### config.mk
export PLATFORM = sky130hd
export DESIGN_NAME = gate_ctrl
export DESIGN_NICKNAME = d
export VERILOG_FILES = /design/src/rtl/gate_pkg.sv /design/src/rtl/gate_sync.sv /design/src/rtl/gate_src_sel.sv /design/src/rtl/gate_seq.sv /design/src/rtl/gate_ctrl.sv
export SDC_FILE = /design/constraint.sdc
export NUM_CORES = 1
export LEC_CHECK = 0
export CORE_AREA = 4 4 41 43
export DETAILED_ROUTE_END_ITERATION = 6
export DIE_AREA = 0 0 45 47
export PLACE_DENSITY_LB_ADDON = 0.05
export SYNTH_ARGS = -nofsm -noshare
export SYNTH_HDL_FRONTEND = slang
export SYNTH_SLANG_ARGS = --single-unit
export TNS_END_PERCENT = 100
### constraint.sdc
create_clock -name clk -period 2.28 [get_ports clk]
set_clock_uncertainty 0.2 [all_clocks]
set_input_delay 0.456 -clock clk [delete_from_list [all_inputs] [get_ports clk]]
set_output_delay 0.456 -clock clk [all_outputs]
set_load 0.05 [all_outputs]
### src/rtl/gate_pkg.sv
package gate_pkg;
  localparam int SEL_W = 2;

  typedef enum logic [SEL_W-1:0] {
    GSRC_PIN  = 2'b00,
    GSRC_TOVF = 2'b01,
    GSRC_CMP1 = 2'b10,
    GSRC_CMP2 = 2'b11
  } gsrc_e;
endpackage

### src/rtl/gate_sync.sv
module gate_sync #(
  parameter int STAGES = 2
) (
  input  logic clk,
  input  logic rst_n,
  input  logic d_in,
  output logic d_out
);
  logic [STAGES-1:0] chain;

  generate
    for (genvar i = 0; i < STAGES; i++) begin : g_stage
      if (i == 0) begin : g_first
        always_ff @(posedge clk) begin
          if (!rst_n) chain[0] <= 1'b0;
          else        chain[0] <= d_in;
        end
      end else begin : g_next
        always_ff @(posedge clk) begin
          if (!rst_n) chain[i] <= 1'b0;
          else        chain[i] <= chain[i-1];
        end
      end
    end
  endgenerate

  assign d_out = chain[STAGES-1];
endmodule

### src/rtl/gate_src_sel.sv
module gate_src_sel
  import gate_pkg::*;
(
  input  logic [SEL_W-1:0] sel,
  input  logic             pol,
  input  logic             pin_sync,
  input  logic             tovf,
  input  logic             cmp1,
  input  logic             cmp2,
  output logic             qual
);
  logic raw;

  always_comb begin
    unique case (gsrc_e'(sel))
      GSRC_PIN:  raw = pin_sync;
      GSRC_TOVF: raw = tovf;
      GSRC_CMP1: raw = cmp1;
      GSRC_CMP2: raw = cmp2;
      default:   raw = pin_sync;
    endcase
  end

  assign qual = pol ? raw : ~raw;
endmodule

### src/rtl/gate_seq.sv
module gate_seq (
  input  logic clk,
  input  logic rst_n,
  input  logic gen,
  input  logic tmode,
  input  logic smode,
  input  logic go_set,
  input  logic qual,
  output logic permit_nxt,
  output logic go_q
);
  logic qual_d, tgl_q, base_q, run_q;
  logic qual_rise, tgl_n, base_n, base_rise, base_fall;
  logic go_n, run_n;

  always_comb begin
    qual_rise = qual & ~qual_d;

    if (!gen || !tmode)  tgl_n = 1'b0;
    else if (qual_rise)  tgl_n = ~tgl_q;
    else                 tgl_n = tgl_q;

    base_n    = tmode ? tgl_n : qual;
    base_rise = base_n & ~base_q;
    base_fall = ~base_n & base_q;

    go_n  = go_q;
    run_n = run_q;
    if (!gen || !smode) begin
      go_n  = 1'b0;
      run_n = 1'b0;
    end else if (go_set) begin
      go_n  = 1'b1;
      run_n = 1'b0;
    end else if (go_q && !run_q && base_rise) begin
      run_n = 1'b1;
    end else if (go_q && run_q && base_fall) begin
      go_n  = 1'b0;
      run_n = 1'b0;
    end

    if (!gen)       permit_nxt = 1'b1;
    else if (smode) permit_nxt = run_n & base_n;
    else            permit_nxt = base_n;
  end

  always_ff @(posedge clk) begin
    if (!rst_n) begin
      qual_d <= 1'b0;
      tgl_q  <= 1'b0;
      base_q <= 1'b0;
      go_q   <= 1'b0;
      run_q  <= 1'b0;
    end else begin
      qual_d <= qual;
      tgl_q  <= tgl_n;
      base_q <= base_n;
      go_q   <= go_n;
      run_q  <= run_n;
    end
  end
endmodule

### src/rtl/gate_ctrl.sv
module gate_ctrl
  import gate_pkg::*;
#(
  parameter int SYNC_STAGES = 2
) (
  input  logic             clk,
  input  logic             rst_n,
  input  logic             gate_en,
  input  logic [SEL_W-1:0] src_sel,
  input  logic             gate_pol,
  input  logic             toggle_en,
  input  logic             single_en,
  input  logic             go_set,
  input  logic             flag_clr,
  input  logic             irq_en,
  input  logic             gate_pin,
  input  logic             tmr_ovf,
  input  logic             cmp1_out,
  input  logic             cmp2_out,
  output logic             gate_open,
  output logic             go_busy,
  output logic             gate_flag,
  output logic             gate_irq
);
  logic pin_s, qual, permit_nxt;

  gate_sync #(.STAGES(SYNC_STAGES)) u_sync (
    .clk(clk), .rst_n(rst_n), .d_in(gate_pin), .d_out(pin_s)
  );

  gate_src_sel u_sel (
    .sel(src_sel), .pol(gate_pol), .pin_sync(pin_s), .tovf(tmr_ovf),
    .cmp1(cmp1_out), .cmp2(cmp2_out), .qual(qual)
  );

  gate_seq u_seq (
    .clk(clk), .rst_n(rst_n), .gen(gate_en), .tmode(toggle_en),
    .smode(single_en), .go_set(go_set), .qual(qual),
    .permit_nxt(permit_nxt), .go_q(go_busy)
  );

  always_ff @(posedge clk) begin
    if (!rst_n) begin
      gate_open <= 1'b1;
      gate_flag <= 1'b0;
    end else begin
      gate_open <= permit_nxt;
      gate_flag <= (gate_open & ~permit_nxt) | (gate_flag & ~flag_clr);
    end
  end

  assign gate_irq = gate_flag & irq_en;
endmodule

==> key figures <==
Status
  • Status: finished, final reports clean

Worst setup path
  • Reg2reg start: u_sync.d_out
  • Worst setup EP type: flip-flop
  • Worst reg2reg path endpoint: u_seq.go_q
  • CP Max Fanout: 5
  • Worst Setup Start Kind: input pin
  • Critical Path RT: 2.22 ns
  • Setup slack, reg-to-reg: 0.44 ns
  • Worst EP arrival: 2.11 ns
  • Critical path origin: cmp2_out
  • Worst Reg-to-Reg Cells: 4
  • WS Path Type: input pin to flip-flop

STA
  • Clock period minus worst slack: 2.168 ns
  • Hold_ws: 0.2312 ns
  • RSZ-0062 raised after global routing: false
  • Worst slew margin: 66.63%
  • FMAX: 461.2 MHz
  • Final Hold Viols: 0
  • Max Slew Vio Count: 0
  • Final count of negative-setup-slack endpoints: 0
  • Final worst path period share: 95.09%
  • Actual slew at the worst max-slew pin: 0.4989 ns

Floorplanning
  • Row count: 13
  • Io pins: 19
  • Die area: 2115 um2
  • Die Wd: 45 um
  • Starting density of the core: 32.88%
  • Die height: 47 um
  • Core area: 1301 um2

CTS
  • Clk sinks: 9
  • CTS Root Buffer Type: clkbuf_4
  • H-Tree Depth: 1
  • Post-CTS Setup Repair Bufs: 0
  • CTS tree: yes
  • Later-pin clock latency in the skew report: 0.26 ns
  • CTS Buf Count: 3
  • Worst-path clk slew: 0.06 ns
  • CTS Buffer Depth: 2

GRT
  • Global Route Usage Sum: 10.75%
  • GR Overflow Total: 0
  • Largest net degree at the start of global routing: 10
  • Vias in the first global route: 371
  • First-pass GRT wire length: 1518 um
  • Initial antenna violation count: 0

Placement
  • Dpl cells: 78
  • Final Wtd Congestion: 0.7480
  • DP HPWL: 763.3 um
  • Port bufs: 18

Yosys
  • EDFF count, synth: 0
  • Post-Syn Area: 427.9 um2
  • Simple-Gate Fraction of Synth Area: 21.05%
  • Compound-Gate Fraction of Synth Area: 18.71%
  • Cells after synthesis: 44
  • Syn_nets: 59
  • Ys flop type: dfxtp_1
  • Syn Area/Cell: 9.725 um2
  • Sequential fraction of the synthesis area: 42.11%
  • Yosys cell types: 24
  • Synth warn: 0
  • Largest family of logic cells by synthesized area: simple AND/OR/NAND/NOR gates
  • Synth async-reset ratio: 0%
  • XOR/XNOR Fraction of Synth Area: 7.895%
  • Post-synthesis mux area share: 7.602%
  • Synth Register Bits: 9
  • Area share of fa/ha/maj cells after synthesis: 0%

Pwr
  • Peak supply drop: 0.0004322 V
  • Static leakage: 0.0002688 uW
  • Pwr Density: 584.1 nW/um2

Layout
  • Layout cells sized above 1: 19.40%
  • Fin cells: 82
  • Final #Nets: 83
  • Number of fill cells: 129
  • N_diodes: 0
  • P&R area growth vs syn: 63.74%

Flow run
  • Total of max-cap violations: 0

Hold path
  • HP Class: flip-flop to flip-flop
  • Hold Crit Depth: 1
  • Hold wc startpoint: u_sync.chain[0]
  • Hold Path End: u_sync.d_out

Detailed routing
  • Via/cell ratio: 5.012
  • Detailed Routing Iterations Pass 1: 3
  • ANT nets after route: 0
  • Vias: 411
  • Wire per inst: 11.67 um
  • DRC viols: 0
  • Number of DRC markers in iteration 0: 5
  • Total Wirelength: 957 um
logic make-up (layout without fill, tap and decap cells):
logic type	count (synthesis)	count (layout)
buf+inv	3	26
flops	9	9
simple gates	16	16
mux	2	2
xor+xnor	3	3
compound gates	11	11
area by class of cell:
| class | count | area (um2) | share of cell area [%] |
|---|---|---|---|
| Inverter | 2 | 7.507 | 1.071 |
| Tap cell | 15 | 18.77 | 2.679 |
| Sequential cell | 9 | 180.2 | 25.71 |
| Multi-Input combinational cell | 32 | 260.3 | 37.14 |
| Timing Repair Buffer | 20 | 207.7 | 29.64 |
| Clock buffer | 4 | 26.28 | 3.750 |
power breakdown:
part	switching, uW	internal, uW	total (uW)
Sequential	5.81	167	173
Clock	53.1	67.3	120
Combinational	51.7	64.0	116
Total	111	299	409
what timing repair did:
| item | CTS | global route |
|---|---|---|
| gates resized for setup | 1 | 3 |
| hold buffers | 0 | 0 |
| endpoints found under the setup margin | 2 | 6 |
stage by stage:
step	power, uW	area [um2]	util, %	worst slack [ns]	TNS [ns]
global placement	280.7	648.1	49.81	-0.2418	-1.276
floorplan	230.4	427.9	-	0.3475	0
finish	409.3	700.7	53.85	0.1119	0
detailed placement	282.7	648.1	49.81	-0.3134	-1.649
CTS	408.8	678.2	52.12	0.01879	0
global route	441.8	700.7	53.85	0.06886	0
worst max-delay path by stage:
stage,to
floorplan,u_seq.go_q
global placement,gate_flag
detailed placement,gate_flag
CTS,u_seq.tgl_q
global route,u_seq.tgl_q
finish,u_seq.go_q
cell usage in the layout, fill, tap and decap left out, drive strengths merged, types with 3 or more instances in the layout:
cell type      instances
clkdlybuf4s50         16
dfxtp                  9
and2                   5
nand3                  4
clkbuf                 4
buf                    3
synth_stat cells (2+ instances only):
master | number | share of area (%)
dfxtp_1 | 9 | 42
o21ai_0 | 2 | 2.3
a21oi_1 | 2 | 2.3
nand3_1 | 4 | 4.7
a21o_2 | 2 | 4.1
and2_1 | 3 | 4.4
nor2_1 | 2 | 1.8
o211ai_1 | 2 | 3.5
and2_2 | 2 | 3.5
inv_1 | 2 | 1.8
layer usage:
metal  global-route usage (%)  wire [um]  vias to the layer above
li1                         -          -                      206
met1                    10.70        367                      188
met2                    16.95        470                       15
met3                    7.663        108                        2
met4                    5.263         10                        0
met5                        0          0                        -
worst max-delay path, cell delays in order:
cell and delay [ns]:
clkdlybuf4s50_1 0.40, mux4_2 0.54, xnor2_4 0.17, mux2i_4 0.21, o41a_1 0.32
(Power assumes the default switching activity.)
